$ cat config.mk
export PLATFORM = sky130hd
export DESIGN_NAME = pswal_divider
export DESIGN_NICKNAME = d
export VERILOG_FILES = /design/src/rtl/pswal_pkg.sv /design/src/rtl/dm_prescaler.sv /design/src/rtl/swallow_ctrl.sv /design/src/rtl/pswal_divider.sv
export SDC_FILE = /design/constraint.sdc
export NUM_CORES = 1
export LEC_CHECK = 0
export CAP_MARGIN = 10
export CORE_ASPECT_RATIO = 0.5
export CORE_MARGIN = 2
export CORE_UTILIZATION = 40
export DETAILED_ROUTE_END_ITERATION = 12
export DONT_BUFFER_PORTS = 1
export PLACE_DENSITY = 0.55
export SETUP_SLACK_MARGIN = 0.5
export SLEW_MARGIN = 20
export SYNTH_ARGS = -nofsm -noshare
export SYNTH_HDL_FRONTEND = slang
export SYNTH_HIERARCHICAL = 1
export SYNTH_SLANG_ARGS = --single-unit
$ cat constraint.sdc
create_clock -name clk -period 3.12 [get_ports clk]
set_input_delay 0.312 -clock clk [delete_from_list [all_inputs] [get_ports clk]]
set_output_delay 0.312 -clock clk [all_outputs]
set_load 0.01 [all_outputs]
$ cat src/rtl/pswal_pkg.sv
package pswal_pkg;
  typedef enum logic {
    ST_LOAD  = 1'b0,
    ST_COUNT = 1'b1
  } div_state_e;
endpackage

$ cat src/rtl/dm_prescaler.sv
module dm_prescaler #(
  parameter int PC_W   = 7,
  parameter int MAX_M1 = 64
) (
  input  logic            clk,
  input  logic            rst_n,
  input  logic            run,
  input  logic            load,
  input  logic [PC_W-1:0] len_m1,
  output logic            tick
);
  logic [PC_W-1:0] pc_q, pc_d;
  logic            pc_en;

  assign tick = run && (pc_q == '0);

  always_comb begin
    pc_d  = pc_q;
    pc_en = 1'b0;
    if (load) begin
      pc_d  = len_m1;
      pc_en = 1'b1;
    end else if (run) begin
      pc_d  = pc_q - 1'b1;
      pc_en = 1'b1;
    end
  end

  always_ff @(posedge clk or negedge rst_n) begin
    if (!rst_n)     pc_q <= '0;
    else if (pc_en) pc_q <= pc_d;
  end

  // a prescaler cycle never runs longer than the largest modulus.
  p_len_bound_r2: assert property (@(posedge clk) disable iff (!rst_n)
    pc_q <= PC_W'(MAX_M1));
endmodule

$ cat src/rtl/swallow_ctrl.sv
module swallow_ctrl
  import pswal_pkg::*;
#(
  parameter int A_W     = 6,
  parameter int B_W     = 11,
  parameter int PC_W    = 7,
  parameter int P_SMALL = 8,
  parameter int P_LARGE = 16
) (
  input  logic            clk,
  input  logic            rst_n,
  input  logic            hold_req,
  input  logic            tick,
  input  logic            psel,
  input  logic [A_W-1:0]  a_val,
  input  logic [B_W-1:0]  b_val,
  output logic            run,
  output logic            pre_load,
  output logic [PC_W-1:0] len_m1,
  output logic            wrap
);
  localparam logic [PC_W-1:0] PS_M1 = PC_W'(P_SMALL - 1);
  localparam logic [PC_W-1:0] PL_M1 = PC_W'(P_LARGE - 1);

  div_state_e     st_q, st_d;
  logic [A_W-1:0] a_q, a_d, a_dec;
  logic [B_W-1:0] b_q, b_d;
  logic           ps_q, ps_d;
  logic           cnt_en, reload;

  assign run    = (st_q == ST_COUNT) && !hold_req;
  assign wrap   = run && tick && (b_q == B_W'(1));
  assign reload = !run || wrap;
  assign a_dec  = (a_q != '0) ? a_q - 1'b1 : '0;
  assign st_d   = ST_COUNT;
  assign pre_load = reload || tick;

  always_comb begin
    a_d    = a_q;
    b_d    = b_q;
    ps_d   = ps_q;
    cnt_en = 1'b0;
    len_m1 = ps_q ? PL_M1 : PS_M1;
    if (reload) begin
      a_d    = a_val;
      b_d    = (b_val == '0) ? B_W'(1) : b_val;
      ps_d   = psel;
      cnt_en = 1'b1;
      len_m1 = (psel ? PL_M1 : PS_M1) + PC_W'(a_val != '0);
    end else if (tick) begin
      a_d    = a_dec;
      b_d    = b_q - 1'b1;
      cnt_en = 1'b1;
      len_m1 = (ps_q ? PL_M1 : PS_M1) + PC_W'(a_dec != '0);
    end
  end

  always_ff @(posedge clk or negedge rst_n) begin
    if (!rst_n) st_q <= ST_LOAD;
    else        st_q <= st_d;
  end

  always_ff @(posedge clk or negedge rst_n) begin
    if (!rst_n) begin
      a_q  <= '0;
      b_q  <= '0;
      ps_q <= 1'b0;
    end else if (cnt_en) begin
      a_q  <= a_d;
      b_q  <= b_d;
      ps_q <= ps_d;
    end
  end

  // once loaded, the main counter never holds zero.
  p_bcnt_live_r9: assert property (@(posedge clk) disable iff (!rst_n)
    (st_q == ST_COUNT) |-> (b_q != '0));
  // the captured prescaler select only moves at a load boundary.
  p_sel_latched_r7: assert property (@(posedge clk) disable iff (!rst_n)
    (run && !wrap) |=> $stable(ps_q));
endmodule

$ cat src/rtl/pswal_divider.sv
module pswal_divider #(
  parameter int A_W       = 6,
  parameter int B_W       = 11,
  parameter bit HIGH_BAND = 1'b0
) (
  input  logic           clk,
  input  logic           rst_n,
  input  logic           cnt_rst,
  input  logic           pwr_dn,
  input  logic           psel,
  input  logic [A_W-1:0] a_val,
  input  logic [B_W-1:0] b_val,
  output logic           div_out,
  output logic           cfg_bad
);
  localparam int P_SMALL = HIGH_BAND ? 32 : 8;
  localparam int P_LARGE = 2 * P_SMALL;
  localparam int PC_W    = $clog2(P_LARGE + 1);

  logic            run, pre_load, tick, wrap, hold_req;
  logic [PC_W-1:0] len_m1;
  logic            out_d, bad_d;

  assign hold_req = cnt_rst || pwr_dn;

  swallow_ctrl #(
    .A_W(A_W), .B_W(B_W), .PC_W(PC_W), .P_SMALL(P_SMALL), .P_LARGE(P_LARGE)
  ) u_ctrl (
    .clk(clk), .rst_n(rst_n), .hold_req(hold_req), .tick(tick),
    .psel(psel), .a_val(a_val), .b_val(b_val),
    .run(run), .pre_load(pre_load), .len_m1(len_m1), .wrap(wrap)
  );

  dm_prescaler #(.PC_W(PC_W), .MAX_M1(P_LARGE)) u_pre (
    .clk(clk), .rst_n(rst_n), .run(run), .load(pre_load),
    .len_m1(len_m1), .tick(tick)
  );

  assign out_d = wrap;
  assign bad_d = (b_val < B_W'(a_val));

  always_ff @(posedge clk or negedge rst_n) begin
    if (!rst_n) begin
      div_out <= 1'b0;
      cfg_bad <= 1'b0;
    end else begin
      div_out <= out_d;
      cfg_bad <= bad_d;
    end
  end

  // a pulse lasts a single input cycle.
  p_one_wide_r4: assert property (@(posedge clk) disable iff (!rst_n)
    div_out |=> !div_out);
  // a hold request silences the output.
  p_quiet_hold_r5: assert property (@(posedge clk) disable iff (!rst_n)
    (cnt_rst || pwr_dn) |=> !div_out);
endmodule

Word level (Yosys, flattened, before mapping). Cells that the tools add are included.

Register bits after elaboration: 26. Bits of input ports: 22. Output and inout bits: 2. Word-level logic and storage cells: 49.

Add/sub/neg operators: 5. Order comparisons: 1. Equality and inequality tests: 1. Multiplexer cells: 16. Reductions and logical operators: 19.

Operators by type and width (number): 2-to-1 mux 11 bit (3); 2-to-1 mux 5 bit (4); 2-to-1 mux 6 bit (3); nonzero test 6 bit (3); equality test 11 x 1 -> 1 bit, second input constant (1); logical NOT 11 bit (1); less-than comparator 11 x 6 -> 1 bit (1); subtractor 11 x 1 -> 11 bit, second input constant (1); adder 5 x 1 -> 5 bit (2); 2-to-1 mux 4 bit (2); AND reduction 2 bit (3); subtractor 6 x 1 -> 6 bit, second input constant (1); logical NOT 5 bit (1); subtractor 5 x 1 -> 5 bit, second input constant (1); logical AND 1 bit (4); 2-to-1 mux 1 bit (4); nonzero test 2 bit (2); logical OR 1 bit (3); logical NOT 1 bit (2).

Depth between registers and ports, before layout.
Depth in word-level cells: 10. Gate-level depth with buffers: 14. Gate-level depth less buffers: 12.

Hierarchy. Netlist, hierarchy kept.

By module, submodules not included: swallow_ctrl (times used 1, cells an instance 157, area an instance 1346.3 sq um, seq. area each 475.5 sq um); dm_prescaler (times used 1, cells an instance 28, area an instance 285.3 sq um, seq. area each 125.1 sq um); pswal_divider (times used 1, cells an instance 23, area an instance 198.9 sq um, seq. area each 50.0 sq um).

Least setup slack after synthesis. Ideal clock, no wire load.

Path type: in2reg. Start point: input port pwr_dn. End point: register u_pre.pc_q[3]. Data arrival time: 2.685 ns. Required time: 2.995 ns. Path slack: 0.311 ns. Cell stages on the path: 12. Path buffers: 2. Path through: or2_2 nand2b_1 clkinv_1 and4bb_2 nor2b_1 nand2_1 or4_4 nand2_4 buf_8 buf_4 o21ai_0 mux2_2.

Elaborated cells on any way between the ends: 16. Classes of those cells: mux: 5; reduce/logical: 11.

RTL lines: from (decl) (RTL line pswal_divider.sv:9) `input logic pwr_dn,`; logical OR 1 bit (*) (RTL line pswal_divider.sv:24) `assign hold_req = cnt_rst || pwr_dn;`; logical NOT 1 bit (*) (RTL line swallow_ctrl.sv:31) `assign run = (st_q == ST_COUNT) && !hold_req;`; logical AND 1 bit (*) (RTL line swallow_ctrl.sv:31); named net run (RTL line pswal_divider.sv:20) `logic run, pre_load, tick, wrap, hold_req;`; logical AND 1 bit (*) (RTL line dm_prescaler.sv:15) `assign tick = run && (pc_q == '0);`; named net tick (RTL line pswal_divider.sv:20); logical AND 1 bit (2 in a row) (RTL line swallow_ctrl.sv:32) `assign wrap = run && tick && (b_q == B_W'(1));`; logical OR 1 bit (RTL line swallow_ctrl.sv:33) `assign reload = !run || wrap;`; 2-to-1 mux 5 bit (*) (RTL line swallow_ctrl.sv:44) `if (reload) begin`; named net len_m1[3] (RTL line pswal_divider.sv:21) `logic [PC_W-1:0] len_m1;`; 2-to-1 mux 5 bit (*) (RTL line dm_prescaler.sv:20) `if (load) begin`; to (signal assigned) (RTL line dm_prescaler.sv:31) `else if (pc_en) pc_q <= pc_d;`; to (decl) (RTL line dm_prescaler.sv:12) `logic [PC_W-1:0] pc_q, pc_d;`.

Mark *: on every way through the listed nets, which the timed path passes. The rest lies on a longest branch. A chain may end at the register's enable or synchronous reset.

Final worst setup path.
Start point: register u_ctrl.b_q[2]. End point: register u_pre.pc_q[3].

Elaborated cells on any way between the ends: 9. Classes of those cells: eq/ne: 1; mux: 3; reduce/logical: 5.

RTL lines: from (decl) (RTL line swallow_ctrl.sv:27) `logic [B_W-1:0] b_q, b_d;`; from (signal assigned) (RTL line swallow_ctrl.sv:66) `b_q <= '0;`; from (signal assigned) (RTL line swallow_ctrl.sv:70) `b_q <= b_d;`; equality test 11 x 1 -> 1 bit (RTL line swallow_ctrl.sv:32); logical AND 1 bit (RTL line swallow_ctrl.sv:32); logical OR 1 bit (RTL line swallow_ctrl.sv:33); 2-to-1 mux 5 bit (RTL line swallow_ctrl.sv:44); named net len_m1[3] (RTL line pswal_divider.sv:21); 2-to-1 mux 5 bit (RTL line dm_prescaler.sv:20).

The timed path passes the listed nets, and every way through them passes these cells.

==> impl_metrics.tcl <==
set metrics [dict create \
    syn_inst 208 \
    die_x_um 99.7 \
    cts_tree "yes" \
    setup_ws_ps 648 \
    synth-edff-count 0 \
    cp_top_family "simple AND/OR/NAND/NOR gates" \
    diodes 0 \
    synth_area_leaders "dfrtp_1 36%, ha_1 8.2%, nand2_1 5.3%" \
    fmax_ghz 0.404 \
    routedWlPerCell_um 16.6 \
    insertion_delay_ps 270 \
    slowest_stage "or4_1" \
    fin_tns_setup_ps 0 \
    io_pins 24 \
    min_period_ps 2470 \
    critical_path_arrival_ps 2640 \
    ys_seq_elements 26 \
    required_ps 3280 \
    clockBufferDepth 2 \
    async_flop_share 1.00 \
    synth_top_area_frac 0.355 \
    clock_skew_ps 2.65 \
    syn-num-nets 242 \
    rsz0062_at_grt "false" \
    critPathBufInv 0 \
    avgSynthCellArea_um2 8.80 \
    post_cts_buffers 0 \
    ant_nets 0 \
    drv_cap 0 \
    grt.busiest_layer "met2" \
    drc 0 \
    grt_use_met2 0.282 \
    syn_area_um2 1830 \
    min_period_over_period 0.792 \
    yosys.area_share.adder 0.0820 \
    synth-simple-area-share 0.248 \
    seqCellArea_um2 651 \
    final_nets 244 \
    overflow 0 \
    startpoint_type "flip-flop" \
    yosysTopAreaCell "dfrtp_1" \
    synth_xor_area_frac 0.0478 \
    peakVddDrop_mv 0.165 \
    drv_slew 0 \
    start_util 0.416 \
    die_y_um 51.8 \
    dpl.hpwl_mm 3.30 \
    synthFlopType "dfrtp_1" \
    cp_max_fo 32 \
    drt_iter0_drc 88 \
    rows 17 \
    yosysSeqAreaShare 0.355 \
    coreArea_um2 4400 \
    multiInputGateArea_um2 1080 \
    synth_compound_area_frac 0.175 \
    grt_pass1_wl_mm 7.40 \
    use_met1 0.278 \
    vias 1514 \
    drtPass1Iterations 4 \
    status "completed" \
    antenna_found_initial 0 \
    critPathMaxStageDelay_ps 670 \
    syn2layout_area_growth_pct 7.18 \
    finalHoldViolations 0 \
    use_met3 0.0470 \
    track_usage 0.187 \
    finalWeightedCongestion 0.802 \
    ys_warn_count 6 \
    p_leak_uw 0.000805 \
    layout-drive-gt1-share 0.0962 \
    viasPerCell 5.71 \
    design.die.area_um2 5170 \
    drt-total-wl_mm 4.40 \
    synth_cell_type_count 50 \
    portBuffers 0 \
    cts_sinks 26 \
    worstPathCellList "or4_1 > or4_4 > nand2_8 > o21ai_0 > mux2_2" \
    crit_type "reg -> reg" \
    grt_max_degree 33 \
    setup_violations 0 \
    p_per_area_nw_per_um2 367 \
    grt_pass1_vias 1459 \
    clk_pin_slew_ps 90 \
    synthMuxAreaShare 0.0232 \
    htree_levels 1 \
    fillers 415 \
    hold_class "in -> reg" \
    cp-end-kind "flip-flop" \
    synth_top_family_by_area "simple AND/OR/NAND/NOR gates" \
    cts_made_buffers 3 \
    pre_cts_slack_ps 410 \
    cts_root_buf "clkbuf_8" \
]
==> kinds of logic after synthesis <==
kind of cell | Yosys count
compound gates | 48
other cells | 1
simple gates | 83
fa+ha+maj | 12
mux | 4
buf+inv | 24
flops | 26
xor+xnor | 10
==> power breakdown <==
part / switching, uW / total [uW] / internal, uW
registers: 31.9 / 394 / 362
clock network: 106 / 192 / 86.6
logic: 72.5 / 134 / 61.2
==> worst paths after layout <==
check	from	end	slack, ps	depth (start not counted)
setup / recovery	u_ctrl/b_q[2]	u_pre/pc_q[3]	650	5
hold / removal	b_val[3]	u_ctrl/b_q[3]	170	2
setup reg to reg	u_ctrl/b_q[2]	u_pre/pc_q[3]	650	5
hold reg to reg	u_ctrl/b_q[9]	u_ctrl/b_q[9]	550	1
max in group asynchronous	rst_n	u_ctrl/b_q[6]	2490	2
min in group asynchronous	rst_n	div_out	480	2
==> final cells by class <==
class / instances / share of cell area
multi-input combinational: 158 / 0.549
timing repair buffer: 6 / 0.0306
inverter: 15 / 0.0313
clock buffer: 3 / 0.0210
sequential: 26 / 0.332
tap: 57 / 0.0364
==> Yosys cell counts (3+ instances only) <==
| master | count |
|---|---|
| dfrtp_1 | 26 |
| nand2_1 | 26 |
| o21ai_0 | 14 |
| inv_1 | 13 |
| ha_1 | 12 |
| nand3_1 | 10 |
| nor2_1 | 10 |
| a21oi_1 | 9 |
| nor3_1 | 8 |
| nor4_1 | 8 |
| xnor2_1 | 7 |
| or4_1 | 4 |
| a221o_1 | 3 |
| a31oi_1 | 3 |
| buf_4 | 3 |
| clkbuf_1 | 3 |
| nor2b_1 | 3 |
| xor2_1 | 3 |
==> per-stage QoR <==
step           hold WS, ps   util  cells  instance area [um2]  total power, uW
2_1_floorplan         16.4      -    208                 1850              497
3_3_place_gp          17.0  0.427    260                 1880              521
3_5_place_dp          16.9  0.427    260                 1880              522
4_1_cts                165  0.444    265                 1950              727
5_1_grt                163  0.446    265                 1960              774
6_report               166  0.446    265                 1960              720
==> state kept, by name (all words and copies together) (netlist names) <==
name / flops
u_ctrl/st_q: 1
cfg_bad: 1
u_ctrl/a_q: 6
div_out: 1
u_ctrl/ps_q: 1
u_ctrl/b_q: 11
u_pre/pc_q: 5
==> what timing repair did <==
action                                 4_1_cts  5_1_grt
setup endpoints to repair                    0        2
hold buffers                                 2        0
endpoints found under the hold margin       26        0
gates resized for setup                      0        1
==> layer usage <==
metal	share of wire	wire length, um
met1	0.51	2250
met2	0.43	1900
met3	0.054	237
met4	0.0030	13
met5	0	0
==> cell usage in the layout (no fill, tap or decap), types with 3 or more instances in the layout <==
| cell type | n |
|---|---|
| nor3_1 | 8 |
| inv_1 | 13 |
| nand2_1 | 26 |
| a31oi_1 | 3 |
| buf_4 | 4 |
| a21oi_1 | 9 |
| o21ai_0 | 14 |
| nand3_1 | 10 |
| nor2_1 | 10 |
| clkbuf_8 | 3 |
| ha_1 | 12 |
| a221o_1 | 3 |
| nor4_1 | 8 |
| xnor2_1 | 7 |
| or4_1 | 4 |
| dfrtp_1 | 26 |
| xor2_1 | 3 |
(Power assumes the default switching activity.)
